### config.mk
export PLATFORM = sky130hd
export DESIGN_NAME = regfile_ptr
export DESIGN_NICKNAME = d
export VERILOG_FILES = /design/src/rtl/regfile_ptr.sv
export SDC_FILE = /design/constraint.sdc
export NUM_CORES = 1
export LEC_CHECK = 0
export BUFFER_PORTS_ARGS = -buffer_cell sky130_fd_sc_hd__buf_4
export CORE_AREA = 2 2 150 299
export CTS_CLUSTER_SIZE = 20
export DETAILED_ROUTE_END_ITERATION = 8
export DIE_AREA = 0 0 152 301
export GPL_TIMING_DRIVEN = 1
export PLACE_DENSITY = 0.78
export SLEW_MARGIN = 25
export SYNTH_ARGS = -nofsm -noshare
export SYNTH_HDL_FRONTEND = slang
export SYNTH_SLANG_ARGS = --single-unit
### constraint.sdc
create_clock -name clk -period 4 [get_ports clk]
set_clock_uncertainty 0.1 [all_clocks]
set_input_delay 0.6 -clock clk [delete_from_list [all_inputs] [get_ports clk]]
set_output_delay 0.6 -clock clk [all_outputs]
set_load 0.005 [all_outputs]
### src/rtl/regfile_ptr.sv
module regfile_ptr #(
  parameter int DS_AW = 16
) (
  input  logic             clk,
  input  logic             rst,
  input  logic [4:0]       rd_a_idx,
  output logic [7:0]       rd_a_data,
  input  logic [4:0]       rd_b_idx,
  output logic [7:0]       rd_b_data,
  input  logic [4:0]       pr_idx,
  output logic [15:0]      pr_data,
  input  logic             wb_en,
  input  logic [4:0]       wb_idx,
  input  logic [7:0]       wb_data,
  input  logic             wp_en,
  input  logic [4:0]       wp_idx,
  input  logic [15:0]      wp_data,
  output logic             pair_err,
  input  logic [DS_AW-1:0] ds_addr,
  input  logic             ds_we,
  input  logic [7:0]       ds_wdata,
  output logic [7:0]       ds_rdata,
  output logic             ds_hit,
  output logic [15:0]      ptr_x,
  output logic [15:0]      ptr_y,
  output logic [15:0]      ptr_z
);
  localparam int NREG = 32;
  localparam int IW   = 5;

  logic [7:0]    rf [NREG];
  logic          pair_ok;
  logic [IW-1:0] ds_idx;

  assign pair_ok  = wp_en & ~wp_idx[0];
  assign pair_err = wp_en &  wp_idx[0];
  assign ds_hit   = ds_addr < DS_AW'(NREG);
  assign ds_idx   = ds_addr[IW-1:0];

  assign rd_a_data = rf[rd_a_idx];
  assign rd_b_data = rf[rd_b_idx];
  assign pr_data   = {rf[{pr_idx[IW-1:1], 1'b1}], rf[{pr_idx[IW-1:1], 1'b0}]};
  assign ds_rdata  = ds_hit ? rf[ds_idx] : 8'h00;

  assign ptr_x = {rf[27], rf[26]};
  assign ptr_y = {rf[29], rf[28]};
  assign ptr_z = {rf[31], rf[30]};

  for (genvar i = 0; i < NREG; i++) begin : g_reg
    localparam logic [IW-1:0] IDX = IW'(i);
    logic [7:0] q;
    logic       sel_lo, sel_hi, sel_b, sel_ds;

    assign sel_lo = pair_ok && (wp_idx == IDX);
    assign sel_hi = pair_ok && ({wp_idx[IW-1:1], 1'b1} == IDX);
    assign sel_b  = wb_en && (wb_idx == IDX);
    assign sel_ds = ds_we && ds_hit && (ds_idx == IDX);

    always_ff @(posedge clk) begin
      if (rst)         q <= 8'h00;
      else if (sel_lo) q <= wp_data[7:0];
      else if (sel_hi) q <= wp_data[15:8];
      else if (sel_b)  q <= wb_data;
      else if (sel_ds) q <= ds_wdata;
    end

    assign rf[i] = q;
  end
endmodule

* Word level (Yosys, flattened, before mapping)
Index checks and enable logic that the tools add are counted.
** Word-level totals
- Bits of input ports :: 78
- Output and inout bits :: 90
- Word-level logic and storage cells :: 431
- Memories :: 0
- Bits in read-only memories :: 0
- Latch bits :: 0
- Bits in writable memories :: 0
- Register bits :: 256
** Cells by class
- Shifts and indexed selects :: 0
- Multiply operators :: 0
- Mux-type cells :: 128
- Magnitude comparators :: 6
- Divide/modulo/power cells :: 0
- Reduce and logical (&&, ||, !) cells :: 149
- Eq/ne operators :: 108
- Bitwise operators :: 8
- $add $sub $neg :: 0
** Operators with widths (number)
- 8-bit 2-to-1 mux :: 123
- 5-bit == test (second input constant) :: 48
- 8-bit binary-select mux with 5-bit select :: 5
- 5-bit by 4-bit == test with 1-bit output (second input constant) :: 24
- 1-bit logical AND :: 113
- 4-bit nonzero test :: 16
- 5-bit by 3-bit == test with 1-bit output (second input constant) :: 12
- 3-bit nonzero test :: 16
- 4-bit == test (second input constant) :: 8
- 5-bit by 2-bit == test with 1-bit output (second input constant) :: 6
- 6-bit >= comparator (second input constant) :: 5
- 5-bit NOT with 6-bit output :: 5
- 4-bit by 3-bit == test with 1-bit output (second input constant) :: 4
- 16-bit by 6-bit less-than comparator with 1-bit output (second input constant) :: 1
- 5-bit by 1-bit == test with 1-bit output (second input constant) :: 3
- 5-bit zero test :: 3
- 4-bit by 2-bit == test with 1-bit output (second input constant) :: 2
- 4-bit by 1-bit == test with 1-bit output (second input constant) :: 1
- 4-bit zero test :: 1
- 1-bit AND :: 2
- 1-bit NOT :: 1

* Depth between registers and ports, before layout
Gate-level depths: netlist (run 1).
- Depth after elaboration :: 7
- Gate-level depth with buffers :: 9
- Mapped depth without buffers :: 5

* Worst setup path before layout (run 1)
OpenSTA, ideal clock, no wires.
- Kind :: input to output
- Start :: input port rd_a_idx[0]
- End :: output port rd_a_data[7]
- Cell stages on the path :: 5
- Arrival time :: 2.539 ns
- Slack :: 0.761 ns
- Buffers on the path :: 2
- Path through :: clkbuf_1 -> buf_2 -> mux4_2 -> mux4_2 -> mux2_2
** Between the ends
- Longest elaborated chain between the ends :: 4
** Ends and longest elaborated chain
- start: declaration :: line 6 : input logic [4:0] rd_a_idx,
- 5-bit NOT with 6-bit output (implied by the code) :: line 40 : assign rd_a_data = rf[rd_a_idx];
- 8-bit binary-select mux with 5-bit select :: line 40
- 8-bit 2-to-1 mux (implied by the code) (2 in series) :: line 40
- end: declaration :: line 7 : output logic [7:0] rd_a_data,
Every way passes these cells. The select of a mux whose other input is x is not followed.

* Final worst setup path (run 1)
- Start :: input port ds_addr[0]
- End :: output port ds_rdata[5]
** Between the ends
- Longest elaborated chain between the ends :: 5
** Ends and longest elaborated chain
- start: declaration :: line 19 : input logic [DS_AW-1:0] ds_addr,
- 5-bit NOT with 6-bit output (implied by the code) :: line 43 : assign ds_rdata = ds_hit ? rf[ds_idx] : 8'h00;
- 8-bit binary-select mux with 5-bit select :: line 43
- 8-bit 2-to-1 mux (implied by the code) (2 in series) :: line 43
- 8-bit 2-to-1 mux (*) :: line 43
- end: declaration :: line 22 : output logic [7:0] ds_rdata,
Every way passes the cells marked *; elsewhere a longest branch is shown, timed or not. The select of a mux whose other input is x is not followed.

==> flow_metrics.env, run 1 <==
export IMPL_setup_worst_path_end_class="primary output"
export IMPL_synth_edff_count=0
export IMPL_setup_viol=0
export IMPL_ir_drop_uv=390.3
export IMPL_io_buffers=166
export IMPL_fin_crit_ps=3720
export IMPL_power_density_nw_per_um2=261.6
export IMPL_nets=2288
export IMPL_path_class="in2out"
export IMPL_min_path_type="reg2reg"
export IMPL_drc=0
export IMPL_synth_cell_type_count=66
export IMPL_placeableCoreArea_um2=43380
export IMPL_clock_fmax_mhz=268.8
export IMPL_place_gp_congestion=1.053
export IMPL_cts_setup_buffers=0
export IMPL_dieArea_um2=45750
export IMPL_slew_violations=0
export IMPL_vias_per_cell=8.167
export IMPL_crit_chain="buf_4 -> nand2b_1 -> a211oi_1 -> a211oi_1 -> o221ai_1 -> a21oi_1 -> buf_4"
export IMPL_ys_seq_area_frac=0.2168
export IMPL_power_leakage_nw=10.19
export IMPL_slowest_delay_ps=530
export IMPL_cts_buffers=27
export IMPL_hold_slack_ps=405.8
export IMPL_synthArstFlopShare=0
export IMPL_fin_crit_sh=0.9299
export IMPL_grtUsageTotal=0.4596
export IMPL_vias=22740
export IMPL_rsz0062_at_grt="no"
export IMPL_final_hold_viol_count=0
export IMPL_post_cts_resized=0
export IMPL_area_growth_pct=11.20
export IMPL_startpoint_type="primary input"
export IMPL_cts_max_level=1
export IMPL_die_height_um=301
export IMPL_synth_nets=2305
export IMPL_dp_hpwl_um=75860
export IMPL_reg_largest_list="g.q (256)"
export IMPL_io_pins=168
export IMPL_rows=108
export IMPL_drive_gt1_frac=0.4296
export IMPL_clockBufferDepth=3
export IMPL_final_cells=2784
export IMPL_fillers=3560
export IMPL_root_buffer="clkbuf_16"
export IMPL_firstDrtPassIters=6
export IMPL_largest_reg_flops=256
export IMPL_netlist_area_um2=23640
export IMPL_maxCapViolCount=0
export IMPL_synth_seq_cells=256
export IMPL_cp_slowest_cell="a211oi_1"
export IMPL_overflow=0
export IMPL_grt_pass1_wl_um=155000
export IMPL_p_total_mw=6.877
export IMPL_max_slew_margin_rel=0.3051
export IMPL_drt_wl_total_um=107300
export IMPL_worstPathRequired_ps=3300
export IMPL_path_max_fanout=29
export IMPL_status="finished clean"
export IMPL_regMostFlops="g.q"
export IMPL_clk_latency_ps=590
export IMPL_cp_data_arrival_time_ps=3020
export IMPL_antenna_found_initial=7
export IMPL_ctsHoldBuffers=0
export IMPL_synthCells=2227
export IMPL_final_antenna_net_count=0
export IMPL_cts_clk_slew_worst_paths_ps=60
export IMPL_dp_cells=2731
export IMPL_grt_pass1_vias=21970
export IMPL_dieWidth_um=152
export IMPL_cts_sinks=256
export IMPL_grt_max_degree=141
export IMPL_worst_pin_slew_ps=1041
export IMPL_start_util=0.5450
export IMPL_finalSetupTns_ps=0
export IMPL_drtIter0Drc=3061
export IMPL_ys_flop_type="dfxtp_1"
export IMPL_cts_tree="done"
export IMPL_yosys_warnings=0
export IMPL_syn_area_per_cell_um2=10.62
export IMPL_wl_per_cell_um=38.55
-- report_power, final --
group	leakage, nW	internal [mW]	switching [mW]
clock	0.496	1.74	1.21
sequential	2.07	2.59	0.0609
combinational	7.63	0.466	0.808
-- cells in the mapped netlist, types with 12 or more instances --
library cell / count / share of area
nor2b_1: 19 / 0.0050
buf_2: 63 / 0.013
a2111oi_2: 20 / 0.013
a21oi_1: 39 / 0.0083
mux4_2: 283 / 0.27
nor3b_1: 33 / 0.010
mux2_2: 36 / 0.017
buf_1: 36 / 0.0057
mux2i_1: 286 / 0.12
a2111oi_0: 200 / 0.074
clkbuf_1: 212 / 0.034
a31o_1: 12 / 0.0044
dfxtp_1: 256 / 0.22
nor2_1: 277 / 0.044
a211oi_1: 16 / 0.0051
a31o_2: 236 / 0.087
buf_6: 12 / 0.0057
nand2_1: 39 / 0.0062
-- worst paths after layout --
path	from	to	slack, ps	cells after the start
worst max register to register	g_reg[31].q[5]$_SDFFE_PP0P_	g_reg[31].q[5]$_SDFFE_PP0P_	2870	1
worst max-delay path	ds_addr[0]	ds_rdata[5]	280	7
worst min-delay path	g_reg[21].q[4]$_SDFFE_PP0P_	g_reg[21].q[4]$_SDFFE_PP0P_	410	2
worst min register to register	g_reg[21].q[4]$_SDFFE_PP0P_	g_reg[21].q[4]$_SDFFE_PP0P_	410	2
-- critical path: cells and delay by family --
family | cells | cell delay [ps]
buffers and inverters | 2 | 600
AOI/OAI and AO/OA | 4 | 1270
and+or+nand+nor | 1 | 510
-- cells by family (layout without fill, tap and decap cells) --
group	Yosys count	after routing	share of synthesized area
muxes	605	605	0.4079
AOI/OAI and AO/OA	588	588	0.2216
and+or+nand+nor	447	447	0.09326
buffers and inverters	331	334	0.06050
DFF	256	256	0.2168
other	0	4	0
-- per-layer routing --
metal / vias up / global-route usage / part of all wire
met5: - / 0.001058 / 0.00047
met4: 8 / 0.4361 / 0.12
met3: 625 / 0.1042 / 0.11
met2: 1864 / 0.7186 / 0.45
met1: 11140 / 0.5155 / 0.31
li1: 9103 / - / -
-- placed cells by master (no fill, tap or decap), types with 5 or more instances in the layout --
cell       instances
mux2i_1          286
mux4_2           283
nor2_1           277
buf_4            266
dfxtp_1          256
a31o_2           236
a2111oi_0        200
nand2_1           39
a21oi_1           39
mux2_2            36
nor3b_1           33
clkbuf_16         27
a2111oi_2         20
nor2b_1           19
buf_12            15
a31o_1            12
a211o_1           11
nand3_1           10
o311a_4           10
clkbuf_8          10
nand2b_1           9
nor2_2             9
a211oi_2           9
o22ai_1            8
o311a_1            8
a221oi_1           7
a211oi_1           7
and2_1             5
bufinv_16          5
-- cell type report --
type | instances | area, µm² | share of cell area
tap | 550 | 688.2 | 0.02618
timing repair buffer | 282 | 2308 | 0.08781
antenna | 4 | 10.01 | 0.0003808
clock inverter | 9 | 181.4 | 0.006901
sequential | 256 | 5125 | 0.1949
multi-input combinational | 1640 | 17140 | 0.6518
clock buffer | 40 | 824.5 | 0.03136
inverter | 3 | 16.27 | 0.0006187
-- per-stage QoR --
| stage | setup slack [ps] | util | area [µm²] |
|---|---|---|---|
| 2_1_floorplan | 760.5 | - | 23640 |
| 3_3_place_gp | 529.0 | 0.5826 | 25270 |
| 3_5_place_dp | 515.0 | 0.5826 | 25270 |
| 4_1_cts | 509.7 | 0.6058 | 26280 |
| 5_1_grt | 338.5 | 0.6060 | 26290 |
| 6_report | 280.2 | 0.6061 | 26290 |
(Power assumes the default switching activity.)
==> run 2: changes to the inputs <==
--- a/config.mk
+++ b/config.mk
@@ -6,12 +6,14 @@
 export NUM_CORES = 1
 export LEC_CHECK = 0
 export BUFFER_PORTS_ARGS = -buffer_cell sky130_fd_sc_hd__buf_4
-export CORE_AREA = 2 2 150 299
+export CELL_PAD_IN_SITES_DETAIL_PLACEMENT = 1
+export CELL_PAD_IN_SITES_GLOBAL_PLACEMENT = 2
+export CORE_AREA = 2 2 173 345
 export CTS_CLUSTER_SIZE = 20
 export DETAILED_ROUTE_END_ITERATION = 8
-export DIE_AREA = 0 0 152 301
+export DIE_AREA = 0 0 175 347
 export GPL_TIMING_DRIVEN = 1
-export PLACE_DENSITY = 0.78
+export PLACE_DENSITY = 0.86
 export SLEW_MARGIN = 25
 export SYNTH_ARGS = -nofsm -noshare
 export SYNTH_HDL_FRONTEND = slang
==> run 2 against run 1 <==
Net effect: register-to-register slack gained 110 ps; sequential share of layout area shrank 0.11 points; critical path depth grew 1; core utilization shrank 15 points; combinational power is essentially flat; wire length grew 7.9%; clock power shrank 5%; largest cell class unchanged; via count shrank 0.47%; sequential cell count is the same; power shrank 2.2%.
==> flow_metrics.env, run 2 (synthesis gave the netlist of run 1 again) <==
export IMPL_final_cell_mix="mux2i_1 (286), mux4_2 (283), nor2_1 (277)"
export IMPL_placed_cell_area_um2=25510
export IMPL_cts_clk_slew_worst_paths_ps=70
export IMPL_path_max_fanout=20
export IMPL_fillers=6219
export IMPL_grtUsageTotal=0.3769
export IMPL_root_buffer="clkbuf_16"
export IMPL_regMostFlops="g.q"
export IMPL_grt_max_degree=129
export IMPL_setup_viol=0
export IMPL_grt_pass1_vias=23470
export IMPL_cts_sinks=256
export IMPL_nets=2290
export IMPL_io_buffers=166
export IMPL_largest_reg_flops=256
export IMPL_reg_largest_list="g.q (256)"
export IMPL_cts_buffers=26
export IMPL_path_class="in2out"
export IMPL_post_route_util=0.4556
export IMPL_cts_setup_buffers=0
export IMPL_cts_tree="done"
export IMPL_worstPathRequired_ps=3300
export IMPL_min_path_type="in2reg"
export IMPL_antenna_found_initial=3
export IMPL_power_leakage_nw=10.15
export IMPL_hp_start="wp_data[8]"
export IMPL_dp_cells=2945
export IMPL_placeableCoreArea_um2=58020
export IMPL_rows=125
export IMPL_wl_met2_um=56470
export IMPL_status="finished clean"
export IMPL_dr_max_layer_used="met4"
export IMPL_slew_violations=0
export IMPL_firstDrtPassIters=5
export IMPL_final_area_um2=26440
export IMPL_drt_wl_total_um=115800
export IMPL_place_gp_congestion=1.024
export IMPL_drive_gt1_frac=0.4295
export IMPL_drtIter0Drc=2277
export IMPL_final_common_cell="mux2i_1"
export IMPL_clk_latency_ps=610
export IMPL_final_hold_viol_count=0
export IMPL_worst_pin_slew_ps=957.6
export IMPL_grt_pass1_wl_um=167600
export IMPL_max_slew_margin_rel=0.3616
export IMPL_cp_data_arrival_time_ps=2950
export IMPL_setup_worst_path_end_class="primary output"
export IMPL_clockBufferDepth=3
export IMPL_fin_crit_ps=3648
export IMPL_finalSetupTns_ps=0
export IMPL_area_growth_pct=11.83
export IMPL_startpoint_type="primary input"
export IMPL_fin_crit_sh=0.9121
export IMPL_place_ws_ps=426.3
export IMPL_cts_max_level=1
export IMPL_dieWidth_um=175
export IMPL_met1_length_um=37430
export IMPL_dieArea_um2=60730
export IMPL_overflow=0
export IMPL_vias_per_cell=7.564
export IMPL_clock_fmax_mhz=274.1
export IMPL_final_antenna_net_count=0
export IMPL_io_pins=168
export IMPL_ir_drop_uv=282.6
export IMPL_wl_per_cell_um=38.70
export IMPL_die_height_um=347
export IMPL_r2r_start="g_reg[12].q[7]$_SDFFE_PP0P_"
export IMPL_maxCapViolCount=0
export IMPL_finalWorstSetupSlack_ps=351.6
export IMPL_ctsHoldBuffers=0
export IMPL_dr_wl_met3_um=8188
export IMPL_drc=0
export IMPL_final_cells=2992
export IMPL_start_util=0.4074
export IMPL_crit_start="ds_addr[2]"
export IMPL_rsz0062_at_grt="no"
export IMPL_power_density_nw_per_um2=254.4
export IMPL_vias=22630
export IMPL_post_cts_resized=0
export IMPL_dp_hpwl_um=86120
## run 2: cell types whose count changed in the layout (fill, tap and decap cells not counted), sizes merged
cell and delta:
clkbuf -9, clkinv +4, diode -2, buf +3
## run 2: through the flow
stage | hold WS (ps) | power (mW)
floorplan | 363.3 | 3.463
global placement | 413.9 | 3.894
CTS | 421.6 | 6.702
finish | 433.8 | 6.725
detailed placement | 442.1 | 3.936
global route | 472.7 | 6.840
## run 2: path summary, 6_finish.rpt
path	slack [ps]	depth (start not counted)	to
hold reg to reg	470	2	g_reg[21].q[0]$_SDFFE_PP0P_
setup reg to reg	2980	2	g_reg[12].q[7]$_SDFFE_PP0P_
setup / recovery	350	8	ds_rdata[6]
hold / removal	430	4	g_reg[21].q[0]$_SDFFE_PP0P_
## run 2: worst max-delay path, stage by stage
cell      delay [ps]
buf_4            400
nand3b_1         520
o22ai_1          340
a211o_1          140
a211oi_1          70
a311oi_1         500
buf_4            250
buf_4            120
## run 2: per-layer routing
metal | global-route usage | vias up
li1 | - | 9106
met1 | 0.3971 | 11530
met2 | 0.6427 | 1414
met3 | 0.05355 | 579
met4 | 0.3480 | 0
met5 | 0 | -
## run 2: power breakdown
group          internal (mW)  switching, mW  total [mW]
Sequential              2.59         0.0654        2.65
Combinational          0.464          0.805        1.27
Clock                   1.57           1.24        2.81
## run 2: area by class of cell
type | count | area (µm²) | area share
Antenna cell | 2 | 5.005 | 0.0001893
Clock buffer | 31 | 699.4 | 0.02646
Tap cell | 762 | 953.4 | 0.03606
Multi-Input combinational cell | 1640 | 17140 | 0.6484
Timing Repair Buffer | 285 | 2285 | 0.08642
Clock inverter | 13 | 209.0 | 0.007903
Inverter | 3 | 18.77 | 0.0007099
Sequential cell | 256 | 5125 | 0.1938
==> run 3: changes to the inputs <==
--- a/config.mk
+++ b/config.mk
@@ -14,7 +14,6 @@
 export DIE_AREA = 0 0 175 347
 export GPL_TIMING_DRIVEN = 1
 export PLACE_DENSITY = 0.86
-export SLEW_MARGIN = 25
 export SYNTH_ARGS = -nofsm -noshare
 export SYNTH_HDL_FRONTEND = slang
 export SYNTH_SLANG_ARGS = --single-unit
==> constraint.sdc (replaced) <==
create_clock -name clk -period 4 [get_ports clk]
set_clock_uncertainty 0.1 [all_clocks]
set_input_delay 0.8 -clock clk [delete_from_list [all_inputs] [get_ports clk]]
set_output_delay 0.8 -clock clk [all_outputs]
set_load 0.005 [all_outputs]
==> run 3 against run 2 <==
Net effect: core utilization increased by 0.60 points; register-to-register slack about the same; cell area increased by 1.3%; power increased by 1.3%; wire length increased by 1.5%; non-clock buffer count increased by 21; setup slack got worse by 320 ps; sequential share of layout area decreased by 0.25 points; maximum frequency decreased by 8.0%; critical path depth increased by 2; sequential power about the same; clock-buffer cell count increased by 1; critical path type unchanged.
==> flow_metrics.env, run 3 (synthesis gave the netlist of run 1 again) <==
export IMPL_drtIter0Drc=2232
export IMPL_placed_cell_area_um2=25820
export IMPL_final_common_cell="mux2i_1"
export IMPL_fin_crit_ps=3965
export IMPL_reg_largest_list="g.q (256)"
export IMPL_cts_tree="done"
export IMPL_root_buffer="clkbuf_16"
export IMPL_dp_hpwl_um=87950
export IMPL_die_height_um=347
export IMPL_drive_gt1_frac=0.4372
export IMPL_place_gp_congestion=1.006
export IMPL_clock_fmax_mhz=252.2
export IMPL_cp_data_arrival_time_ps=3060
export IMPL_grtUsageTotal=0.3826
export IMPL_grt_max_degree=159
export IMPL_cts_buffers=26
export IMPL_power_density_nw_per_um2=254.4
export IMPL_finalSetupTns_ps=0
export IMPL_ir_drop_uv=359.3
export IMPL_slew_violations=0
export IMPL_firstDrtPassIters=5
export IMPL_io_buffers=166
export IMPL_final_cells=3018
export IMPL_largest_reg_flops=256
export IMPL_finalWorstSetupSlack_ps=35.03
export IMPL_maxCapViolCount=0
export IMPL_path_max_fanout=18
export IMPL_final_antenna_net_count=0
export IMPL_max_slew_margin_rel=0.2148
export IMPL_p_total_mw=6.813
export IMPL_antenna_found_initial=1
export IMPL_path_class="in2out"
export IMPL_cts_clk_slew_worst_paths_ps=70
export IMPL_crit_chain="buf_4 -> buf_4 -> or2_2 -> nor2_1 -> nor4_2 -> buf_4 -> nand2_1 -> a21oi_1 -> buf_4 -> buf_4"
export IMPL_dieWidth_um=175
export IMPL_start_util=0.4074
export IMPL_vias_per_cell=7.549
export IMPL_area_growth_pct=13.30
export IMPL_drt_wl_total_um=117600
export IMPL_io_pins=168
export IMPL_min_path_type="reg2reg"
export IMPL_worst_pin_slew_ps=1178
export IMPL_vias=22780
export IMPL_post_route_util=0.4616
export IMPL_clk_latency_ps=590
export IMPL_grt_pass1_wl_um=168800
export IMPL_wl_per_cell_um=38.96
export IMPL_setup_worst_path_end_class="primary output"
export IMPL_cp_slowest_cell="nor4_2"
export IMPL_cpMostUsedCell="buf_4"
export IMPL_rsz0062_at_grt="no"
export IMPL_dp_cells=2967
export IMPL_drc=0
export IMPL_cts_sinks=256
export IMPL_cts_setup_buffers=0
export IMPL_fin_crit_sh=0.9912
export IMPL_cts_max_level=1
export IMPL_worstPathRequired_ps=3100
export IMPL_placeableCoreArea_um2=58020
export IMPL_final_area_um2=26780
export IMPL_place_ws_ps=-5.500
export IMPL_slowest_delay_ps=380
export IMPL_final_hold_viol_count=0
export IMPL_nets=2311
export IMPL_clockBufferDepth=3
export IMPL_hold_slack_ps=426.2
export IMPL_dieArea_um2=60730
export IMPL_grt_pass1_vias=23610
export IMPL_post_cts_resized=2
export IMPL_rows=125
export IMPL_startpoint_type="primary input"
export IMPL_status="finished clean"
export IMPL_power_leakage_nw=10.33
export IMPL_ctsHoldBuffers=0
export IMPL_overflow=0
export IMPL_regToRegSetupSlack_ps=2970
export IMPL_setup_viol=0
export IMPL_regMostFlops="g.q"
export IMPL_final_cell_mix="mux2i_1 (286), mux4_2 (283), buf_4 (283)"
==> run 3: area by class of cell <==
class | instances | area (µm²)
flip-flops and latches | 256 | 5125
diodes | 3 | 7.507
repair buffers | 306 | 2576
clock inverters | 16 | 210.2
well taps | 762 | 953.4
fillers | 6160 | 31240
inverters | 3 | 18.77
clock buffers | 32 | 724.4
multi-input cells | 1640 | 17170
==> run 3: power by group <==
part	internal [mW]	switching, mW	leakage [nW]
combinational	0.491	0.814	7.80
sequential	2.59	0.0683	2.07
clock	1.61	1.25	0.463
==> run 3: routing by layer <==
metal,share of wire,wire length [µm],track usage
met2,0.49,57800,0.6559
met5,0,0,0
met1,0.32,38040,0.4006
met3,0.071,8351,0.05267
met4,0.11,13400,0.3549
==> run 3: worst max-delay path: cells and delay by family <==
kind                   cells  cell delay (ps)
buffers and inverters      5             1010
and+or+nand+nor            4              920
AOI/OAI and AO/OA          1              320
==> run 3: final timing paths <==
| check | start | end | cells past startpoint |
|---|---|---|---|
| hold / removal | g_reg[21].q[7]$_SDFFE_PP0P_ | g_reg[21].q[7]$_SDFFE_PP0P_ | 2 |
| setup reg to reg | g_reg[10].q[1]$_SDFFE_PP0P_ | g_reg[10].q[1]$_SDFFE_PP0P_ | 2 |
| hold reg to reg | g_reg[21].q[7]$_SDFFE_PP0P_ | g_reg[21].q[7]$_SDFFE_PP0P_ | 2 |
| setup / recovery | ds_addr[2] | ds_rdata[2] | 10 |
